## config.mk

```make
export PLATFORM = sky130hd
export DESIGN_NAME = fsk_fiber_encoder
export DESIGN_NICKNAME = d
export VERILOG_FILES = /design/src/rtl/fsk_enc_pkg.sv /design/src/rtl/fsk_sync.sv /design/src/rtl/fsk_framer.sv /design/src/rtl/fsk_slot_mod.sv /design/src/rtl/fsk_fiber_encoder.sv
export SDC_FILE = /design/constraint.sdc
export NUM_CORES = 1
export LEC_CHECK = 0
export CAP_MARGIN = 20
export CELL_PAD_IN_SITES_DETAIL_PLACEMENT = 0
export CELL_PAD_IN_SITES_GLOBAL_PLACEMENT = 1
export CORE_MARGIN = 1.5
export CORE_UTILIZATION = 39
export CTS_CLUSTER_SIZE = 8
export DETAILED_ROUTE_END_ITERATION = 12
export PLACE_DENSITY = 0.7
export SYNTH_ARGS = -nofsm -noshare
export SYNTH_HDL_FRONTEND = slang
export SYNTH_SLANG_ARGS = --single-unit
```

## constraint.sdc

```tcl
create_clock -name clk -period 4.16 [get_ports clk]
set_input_delay 0.832 -clock clk [delete_from_list [all_inputs] [get_ports clk]]
set_output_delay 0.832 -clock clk [all_outputs]
set_load 0.005 [all_outputs]
```

## src/rtl/fsk_enc_pkg.sv

```systemverilog
package fsk_enc_pkg;

   typedef enum logic [1:0] {
      FR_IDLE = 2'd0,
      FR_DATA = 2'd1,
      FR_TAIL = 2'd2,
      FR_HUNT = 2'd3
   } fr_state_t;

   // frame positions: start, 8 data, stop
   localparam int FRAME_LAST_POS  = 9;
   // ratio from which the early (3/4 stop) re-arm is used
   localparam int REARM_MIN_RATIO = 4;

endpackage

```

## src/rtl/fsk_sync.sv

```systemverilog
module fsk_sync #(
   parameter int STAGES = 2
) (
   input  logic clk,
   input  logic rst_n,
   input  logic d,
   output logic q
);

   generate
      if (STAGES < 2) begin : g_bad_stages
         $error("fsk_sync: STAGES must be at least 2");
      end
   endgenerate

   logic [STAGES-1:0] chain;

   always_ff @(posedge clk or negedge rst_n) begin
      if (!rst_n) chain <= '1;
      else        chain <= {chain[STAGES-2:0], d};
   end

   assign q = chain[STAGES-1];

endmodule

```

## src/rtl/fsk_framer.sv

```systemverilog
module fsk_framer
   import fsk_enc_pkg::*;
#(
   parameter int SLOT_W = 7,
   parameter int DIV_W  = 7
) (
   input  logic              clk,
   input  logic              rst_n,
   input  logic              tx_s,
   input  logic [SLOT_W-1:0] slot_len,
   input  logic [DIV_W-1:0]  slot_ratio,
   input  logic              hold_idle,
   output logic              frame_bit
);

   localparam int BL_W = SLOT_W + DIV_W;

   fr_state_t       state;
   logic [BL_W-1:0] cnt, bit_len, half_len, tail_len, lim;
   logic [3:0]      pos;
   logic            first;
   logic            lim_hit, tail_hit;

   assign bit_len  = BL_W'(slot_len) * BL_W'(slot_ratio);
   assign half_len = bit_len >> 1;
   assign tail_len = (slot_ratio >= DIV_W'(REARM_MIN_RATIO)) ? (bit_len >> 2) : half_len;
   assign lim      = first ? half_len : bit_len;
   assign lim_hit  = ({1'b0, cnt} + 1'b1) >= {1'b0, lim};
   assign tail_hit = ({1'b0, cnt} + 1'b1) >= {1'b0, tail_len};

   always_ff @(posedge clk or negedge rst_n) begin
      if (!rst_n) begin
         state     <= FR_IDLE;
         cnt       <= '0;
         pos       <= '0;
         first     <= 1'b1;
         frame_bit <= 1'b1;
      end else if (hold_idle) begin
         state     <= FR_IDLE;
         cnt       <= '0;
         frame_bit <= 1'b1;
      end else begin
         unique case (state)
            FR_IDLE: begin
               if (!tx_s) begin
                  state <= FR_DATA;
                  cnt   <= '0;
                  pos   <= '0;
                  first <= 1'b1;
               end
            end
            FR_DATA: begin
               if (lim_hit) begin
                  cnt   <= '0;
                  first <= 1'b0;
                  if (pos == 4'd0) begin
                     if (tx_s) state <= FR_IDLE;   // false start
                     else      frame_bit <= 1'b0;
                     pos <= 4'd1;
                  end else if (pos == 4'(FRAME_LAST_POS)) begin
                     frame_bit <= 1'b1;
                     state     <= tx_s ? FR_TAIL : FR_HUNT;
                  end else begin
                     frame_bit <= tx_s;
                     pos       <= pos + 4'd1;
                  end
               end else begin
                  cnt <= cnt + 1'b1;
               end
            end
            FR_TAIL: begin
               if (tail_hit) state <= FR_IDLE;
               else          cnt   <= cnt + 1'b1;
            end
            FR_HUNT: begin
               if (tx_s) state <= FR_IDLE;
            end
            default: state <= FR_IDLE;
         endcase
      end
   end

   // idle line carries the 1 code
   assert_idle_line_high_R8: assert property (@(posedge clk) disable iff (!rst_n)
      (state == FR_IDLE) |-> frame_bit);

   // after framing error the line stays at 1 until TX recovers
   assert_hunt_line_high_R9: assert property (@(posedge clk) disable iff (!rst_n)
      (state == FR_HUNT) |-> frame_bit);

   // an accepted start bit puts 0 on the line
   assert_start_sends_zero_R5: assert property (@(posedge clk) disable iff (!rst_n)
      (state == FR_DATA && pos == 4'd1 && $past(pos) == 4'd0) |-> !frame_bit);

   // the re-arm wait never exceeds its programmed length
   assert_tail_bounded_R6: assert property (@(posedge clk) disable iff (!rst_n)
      (state == FR_TAIL) |-> (cnt < tail_len));

endmodule

```

## src/rtl/fsk_slot_mod.sv

```systemverilog
module fsk_slot_mod #(
   parameter int SLOT_W = 7
) (
   input  logic              clk,
   input  logic              rst_n,
   input  logic [SLOT_W-1:0] slot_len,
   input  logic              line_bit,
   output logic              fiber_out
);

   logic [SLOT_W-1:0] sc, half_c, quart_c;
   logic              cur_bit, wave, slot_end;

   assign half_c   = slot_len >> 1;
   assign quart_c  = slot_len >> 2;
   assign slot_end = (sc >= slot_len - 1'b1);

   always_comb begin
      if (cur_bit) wave = (sc < quart_c) || ((sc >= half_c) && (sc < half_c + quart_c));
      else         wave = (sc < half_c);
   end

   always_ff @(posedge clk or negedge rst_n) begin
      if (!rst_n) begin
         sc        <= '0;
         cur_bit   <= 1'b1;
         fiber_out <= 1'b0;
      end else begin
         fiber_out <= wave;
         if (slot_end) begin
            sc      <= '0;
            cur_bit <= line_bit;
         end else begin
            sc <= sc + 1'b1;
         end
      end
   end

   // every slot opens high
   assert_slot_opens_high_R3: assert property (@(posedge clk) disable iff (!rst_n)
      (sc == SLOT_W'(1) && slot_len >= SLOT_W'(4)) |-> fiber_out);

   // every slot closes low, giving the rising edge at the next slot
   assert_slot_closes_low_R3: assert property (@(posedge clk) disable iff (!rst_n)
      (sc == '0 && slot_len >= SLOT_W'(4)) |-> !fiber_out);

   // encoded bit is fixed for the whole slot
   assert_bit_held_in_slot_R2: assert property (@(posedge clk) disable iff (!rst_n)
      (sc != '0) |-> $stable(cur_bit));

endmodule

```

## src/rtl/fsk_fiber_encoder.sv

```systemverilog
module fsk_fiber_encoder #(
   parameter int SLOT_W      = 7,
   parameter int DIV_W       = 7,
   parameter int SYNC_STAGES = 2
) (
   input  logic              clk,
   input  logic              rst_n,
   input  logic              uart_tx,
   input  logic [SLOT_W-1:0] slot_len,
   input  logic [DIV_W-1:0]  slot_ratio,
   input  logic              direct_en,
   output logic              fiber_out
);

   generate
      if (SLOT_W < 7) begin : g_bad_slot_w
         $error("fsk_fiber_encoder: SLOT_W must be at least 7");
      end
      if (DIV_W < 1) begin : g_bad_div_w
         $error("fsk_fiber_encoder: DIV_W must be at least 1");
      end
   endgenerate

   logic tx_s, frame_bit, line_bit;

   fsk_sync #(.STAGES(SYNC_STAGES)) u_sync (
      .clk   (clk),
      .rst_n (rst_n),
      .d     (uart_tx),
      .q     (tx_s)
   );

   fsk_framer #(.SLOT_W(SLOT_W), .DIV_W(DIV_W)) u_framer (
      .clk        (clk),
      .rst_n      (rst_n),
      .tx_s       (tx_s),
      .slot_len   (slot_len),
      .slot_ratio (slot_ratio),
      .hold_idle  (direct_en),
      .frame_bit  (frame_bit)
   );

   assign line_bit = direct_en ? tx_s : frame_bit;

   fsk_slot_mod #(.SLOT_W(SLOT_W)) u_mod (
      .clk       (clk),
      .rst_n     (rst_n),
      .slot_len  (slot_len),
      .line_bit  (line_bit),
      .fiber_out (fiber_out)
   );

   // framer is parked while direct mode is on
   assert_direct_parks_framer_R7: assert property (@(posedge clk) disable iff (!rst_n)
      $past(direct_en) |-> frame_bit);

endmodule

```

Word-level counts from Yosys, hierarchy flattened
Index checks and enable logic that the tools add are counted.
{"block": "word_totals", "word_cells": 84, "output_inout_bits": 1, "input_bits": 18, "register_bits": 33}
{"block": "classes", "n_reduce_logical": 13, "n_bitwise": 1, "eq_ne": 13, "n_mul": 1, "muxes": 33, "addsub": 6, "n_lt_le_gt_ge": 8}
{"op": "2-to-1 mux 14 bit", "count": 5}
{"op": "case mux 14 bit (3 select lines)", "count": 1}
{"op": ">= comparator 15 x 14 -> 1 bit", "count": 2}
{"op": "2-to-1 mux 4 bit", "count": 4}
{"op": "adder 14 x 1 -> 15 bit, second input constant", "count": 1}
{"op": "adder 14 x 1 -> 14 bit, second input constant", "count": 1}
{"op": "multiplier 7 x 7 -> 14 bit", "count": 1}
{"op": "2-to-1 mux 2 bit", "count": 7}
{"op": "2-to-1 mux 13 bit", "count": 1}
{"op": "2-to-1 mux 1 bit", "count": 11}
{"op": "!= test 3 x 2 -> 1 bit, second input constant", "count": 3}
{"op": "!= test 3 bit, second input constant", "count": 3}
{"op": "case mux 2 bit (4 select lines)", "count": 1}
{"op": "case mux 4 bit (2 select lines)", "count": 1}
{"op": "AND reduction 4 bit", "count": 2}
{"op": "adder 6 x 5 -> 7 bit", "count": 1}
{"op": "adder 7 x 1 -> 7 bit, second input constant", "count": 1}
{"op": ">= comparator 7 x 3 -> 1 bit, second input constant", "count": 1}
{"op": ">= comparator 7 x 6 -> 1 bit", "count": 1}
{"op": ">= comparator 7 bit", "count": 1}
{"op": "less-than comparator 7 x 5 -> 1 bit", "count": 1}
{"op": "less-than comparator 7 x 6 -> 1 bit", "count": 1}
{"op": "less-than comparator 7 bit", "count": 1}
{"op": "2-to-1 mux 7 bit", "count": 1}
{"op": "other kinds (18)", "count": 22}

Longest topological paths before layout
{"block": "depth", "ltp_word": 6, "mapped_depth": 27, "depth_no_buf": 24}

Modules after synthesis
From an unflattened synthesis, not the netlist that was laid out.
{"block": "hier_totals", "cells_unflattened": 592, "hier_area_um2": 5245.0}
{"module": "fsk_framer", "cells_per_inst": 454, "seq_area_each_um2": 553.0, "area_per_inst_um2": 3923.8, "n_inst": 1}
{"module": "fsk_slot_mod", "cells_per_inst": 135, "seq_area_each_um2": 226.5, "area_per_inst_um2": 1253.7, "n_inst": 1}
{"module": "fsk_sync", "cells_per_inst": 2, "seq_area_each_um2": 52.6, "area_per_inst_um2": 52.6, "n_inst": 1}
{"module": "fsk_fiber_encoder", "cells_per_inst": 1, "seq_area_each_um2": 0.0, "area_per_inst_um2": 15.0, "n_inst": 1}

Worst setup path after synthesis
Ideal clock, no wire load.
{"block": "synth_path", "path_type": "input -> register", "start": "in slot_len[2]", "end": "reg u_framer.cnt[12]", "path_buffers": 3, "stages": 23, "path_slack_ps": -2292, "required_time_ps": 4039, "setup_ps": 121, "arrival_time_ps": 6330, "cell_sequence": "clkbuf_1 nand2_1 fa_1 fa_1 inv_1 fa_1 fa_1 ha_1 o21ai_0 a21oi_1 a31o_2 o41ai_1 xnor2_1 mux2i_1 ha_1 and3_1 a2111oi_4 o221ai_2 o311a_1 buf_6 buf_6 a21oi_1 a21oi_1"}
{"block": "synth_via", "elab_chain_len": 6, "word_cells_on_any_way": 10, "cone_classes": "mul (1); order compare (2); eq/ne (1); mux (5); reduce/logical (1)"}
{"element": "from (decl)", "line_no": "fsk_fiber_encoder.sv:9", "text": "input logic [SLOT_W-1:0] slot_len,"}
{"element": "multiplier 7 x 7 -> 14 bit *", "line_no": "fsk_framer.sv:24", "text": "assign bit_len = BL_W'(slot_len) * BL_W'(slot_ratio);"}
{"element": "2-to-1 mux 14 bit", "line_no": "fsk_framer.sv:27", "text": "assign lim = first ? half_len : bit_len;"}
{"element": ">= comparator 15 x 14 -> 1 bit", "line_no": "fsk_framer.sv:28", "text": "assign lim_hit = ({1'b0, cnt} + 1'b1) >= {1'b0, lim};"}
{"element": "2-to-1 mux 14 bit", "line_no": "fsk_framer.sv:53", "text": "if (lim_hit) begin"}
{"element": "case mux 14 bit (3 select lines)", "line_no": "fsk_framer.sv:43", "text": "unique case (state)"}
{"element": "2-to-1 mux 14 bit", "line_no": "fsk_framer.sv:38", "text": "end else if (hold_idle) begin"}
{"element": "to (signal assigned)", "line_no": "fsk_framer.sv:68", "text": "cnt <= cnt + 1'b1;"}
{"element": "to (signal assigned)", "line_no": "fsk_framer.sv:73", "text": "else cnt <= cnt + 1'b1;"}
{"element": "to (decl)", "line_no": "fsk_framer.sv:19", "text": "logic [BL_W-1:0] cnt, bit_len, half_len, tail_len, lim;"}
Mark *: on every way between the ends. The rest lies on a longest branch, timed or not.
A chain may end at the register's enable or synchronous reset.

Worst setup path in the final report
{"block": "layout_path", "start": "in slot_len[3]", "end": "reg u_framer.cnt[4]"}
The elaborated chain is that of the path after synthesis.

==> flow_metrics.py <==
metrics = {
    "critical_path": {
        "cp_data_required_time_ns": 4.31,
        "crit_type": "in -> reg",
        "worstPathMaxFanout": 8,
        "critPathCaptureType": "flop",
        "crit_arrival_ns": 6.44,
        "worstSetupStartpointType": "input pin",
    },
    "pwr": {
        "internal_power_mw": 1.93,
        "leakagePower_nw": 3.27,
        "power_frac_clock_pct": 14.2,
        "power.density_nw_per_um2": 493,
        "sw_frac_of_total_pct": 42.5,
        "switching_power_mw": 1.42,
        "sequentialPowerShare_pct": 15.7,
        "finalPower_mw": 3.35,
        "p_comb_share_pct": 70.0,
        "irDropWorstVdd_v": 0.000353,
    },
    "place": {
        "dp_hpwl_mm": 9.99,
        "port_buffers": 18,
        "place_worst_setup_slack_ns": -2.80,
        "place_congestion": 0.821,
    },
    "timing": {
        "fmax_ghz": 0.159,
        "setup_violations": 22,
        "skew_ns": 0.00867,
        "final-max-slew-violation-count": 0,
        "slew_headroom_pct": 56.8,
        "worst_pin_slew_ns": 0.641,
        "fin_crit_sh_pct": 151,
        "fin_crit_ns": 6.29,
        "timing.final.ws_setup_ns": -2.13,
        "hold_viol": 0,
        "rsz0062_at_grt": "true",
    },
    "logic_synthesis": {
        "synthTopCellsByCount": "ha_1, inv_1, and2_1, nand2_1, nor2_1",
        "synthTopCellsByArea": "ha_1, dfrtp_1, fa_1, and2_1, inv_1",
        "ys_seq_elements": 33,
        "synth_edf_count": 0,
        "avgSynthCellArea_um2": 8.82,
        "syn_area_um2": 5280,
        "synthAdderAreaFrac_pct": 34.6,
        "synth_compound_area_share_pct": 15.2,
        "synth_nets": 747,
        "async_flop_share_pct": 100,
        "yosys.area_share.simple_pct": 19.0,
        "netlist.area_leader.share_pct": 25.1,
        "yosys_warnings": 0,
        "syn_inst": 598,
        "synth_top_family_by_area": "adder cells",
        "synth.most_common_cell": "ha_1",
        "ys.flop_type": "dfrtp_1",
        "ys_types": 61,
        "yosysSeqAreaShare_pct": 15.8,
        "muxShareOfSynthArea_pct": 4.63,
        "synth_top_area_cell": "ha_1",
        "synth_xor_xnor_area_share_pct": 5.15,
    },
    "finish": {
        "num_antenna_cells": 0,
        "fin_nets": 835,
        "synthToLayoutAreaGrowth_pct": 28.8,
        "drive_gt1_share_pct": 25.3,
    },
    "floorplanning": {
        "die_h_um": 119,
        "rows": 42,
        "die_area_um2": 14200,
        "initial_core_util_pct": 39.8,
        "die_w_um": 119,
        "io_pins": 19,
        "core_area_um2": 13200,
    },
    "hold_path": {
        "hold_class": "reg -> reg",
    },
    "global_routing": {
        "overflow": 0,
        "grt_pass1_vias": 4673,
        "grt_usage_pct": 18.4,
        "antenna_found_initial": 0,
        "grt_first_pass_wirelength_mm": 21.6,
        "grt_max_degree": 34,
    },
    "drt": {
        "routedWlPerCell_um": 14.3,
        "drc": 0,
        "routed_wl_mm": 12.4,
        "first_pass_iters": 4,
        "vias": 4467,
        "via_per_inst": 5.18,
        "ant_nets": 0,
        "drt-initial-drc-count": 144,
    },
    "clocking": {
        "cts_buffers": 5,
        "clk_pin_slew_ns": 0.06,
        "cts_buffer_depth": 2,
        "cts-htree-levels": 2,
        "cts_root_buf": "clkbuf_16",
        "cts_tree": "built",
        "insertion_delay_ns": 0.28,
        "clock_sinks": 33,
        "ctsHoldBuffers": 0,
    },
    "run_status": {
        "status": "complete, but fails checks",
        "violations": "setup timing",
    },
    "job": {
        "max-cap-violations": 0,
    },
}
[power by group through the flow]
stage          Clock, mW  Sequential, mW  Combinational [mW]
2_1_floorplan          0           0.480                1.42
3_3_place_gp           0           0.525                1.96
3_5_place_dp           0           0.531                2.01
4_1_cts            0.490           0.526                2.26
5_1_grt            0.507           0.547                2.65
6_report           0.477           0.527                2.35
[critical path, cell delays in order]
cell and delay [ns]:
buf_8 0.10, and2_4 0.15, fa_1 0.55, inv_2 0.04
fa_1 0.53, inv_1 0.05, fa_1 0.45, fa_1 0.54
ha_4 0.22, o21ai_4 0.13, a21oi_2 0.05, a31o_2 0.22
o41ai_2 0.38, xnor2_1 0.21, mux2i_1 0.14, ha_1 0.33
and3_4 0.19, a2111oi_4 0.36, o221ai_2 0.16, o311a_4 0.43
buf_6 0.15, a22oi_2 0.16, o31ai_2 0.08
[cell type report]
class	instances	area, um^2
clock inverter	3	65.1
fill	1260	6450
multi-input combinational	493	4550
clock buffer	5	125
timing repair buffer	92	778
tap	176	220
inverter	61	229
sequential	33	832
[through the flow]
stage	hold slack [ns]	setup TNS [ns]	cell area [um^2]	std cells	utilization (%)
final	0.363	-43.50	6800	863	51.3
after global routing	0.368	-48.28	6800	863	51.3
after CTS	0.361	-41.97	6680	861	50.5
after detailed placement	0.347	-57.31	6230	846	47.1
after global placement	0.346	-56.12	6230	846	47.1
after floorplan	0.345	-36.90	5410	598	-
[logic make-up (layout without fill, tap and decap cells)]
group | count (synthesis) | after routing
fa+ha+maj | 131 | 131
flops | 33 | 33
xor+xnor | 31 | 31
buf+inv | 72 | 161
mux | 24 | 24
simple gates | 186 | 186
compound gates | 121 | 121
[repair_timing]
item / 4_1_cts / 5_1_grt
endpoints found under the setup margin: 22 / 22
endpoints found under the hold margin: 0 / 0
gates resized for setup: 86 / 22
buffers inserted: 8 / 5
pin swaps: 37 / 34
[placed cells by master, fill, tap and decap left out, drive strengths merged, types with 14 or more instances in the layout]
cell   synthesis  routed
ha           106     106
buf            6      80
and2          41      41
xnor2         26      26
nor2          40      40
a21oi         35      35
nand3         14      14
fa            25      25
inv           61      61
mux2i         21      21
nand2         41      41
o21ai         30      30
dfrtp         28      28
[flip-flops by register name, indices dropped and copies added (netlist names)]
name and cells:
u_framer.first 1, u_framer.cnt 14, u_framer.pos 4, u_mod.cur_bit 1, u_sync.chain 2, u_framer.frame_bit 1, u_mod.sc 7, u_framer.state 2
u_mod.fiber_out 1
[worst paths after layout]
path	start	end	slack, ns	cells after the start
min in group asynchronous	rst_n	u_framer.state[1]	0.97	2
max in group asynchronous	rst_n	u_sync.chain[1]	2.85	2
hold / removal	u_sync.chain[0]	u_sync.chain[1]	0.36	0
setup / recovery	slot_len[3]	u_framer.cnt[4]	-2.13	23
hold reg to reg	u_sync.chain[0]	u_sync.chain[1]	0.36	0
setup reg to reg	u_framer.cnt[0]	u_framer.cnt[4]	0.54	13
[layer usage]
metal / vias up / GRT usage (%) / wire (um)
met1: 2144 / 23.7 / 5780
li1: 2252 / - / -
met3: 15 / 1.68 / 273
met5: - / 0 / 0
met2: 56 / 32.9 / 6080
met4: 0 / 4.76 / 239
Note: power is estimated with default switching activity, not from simulation.
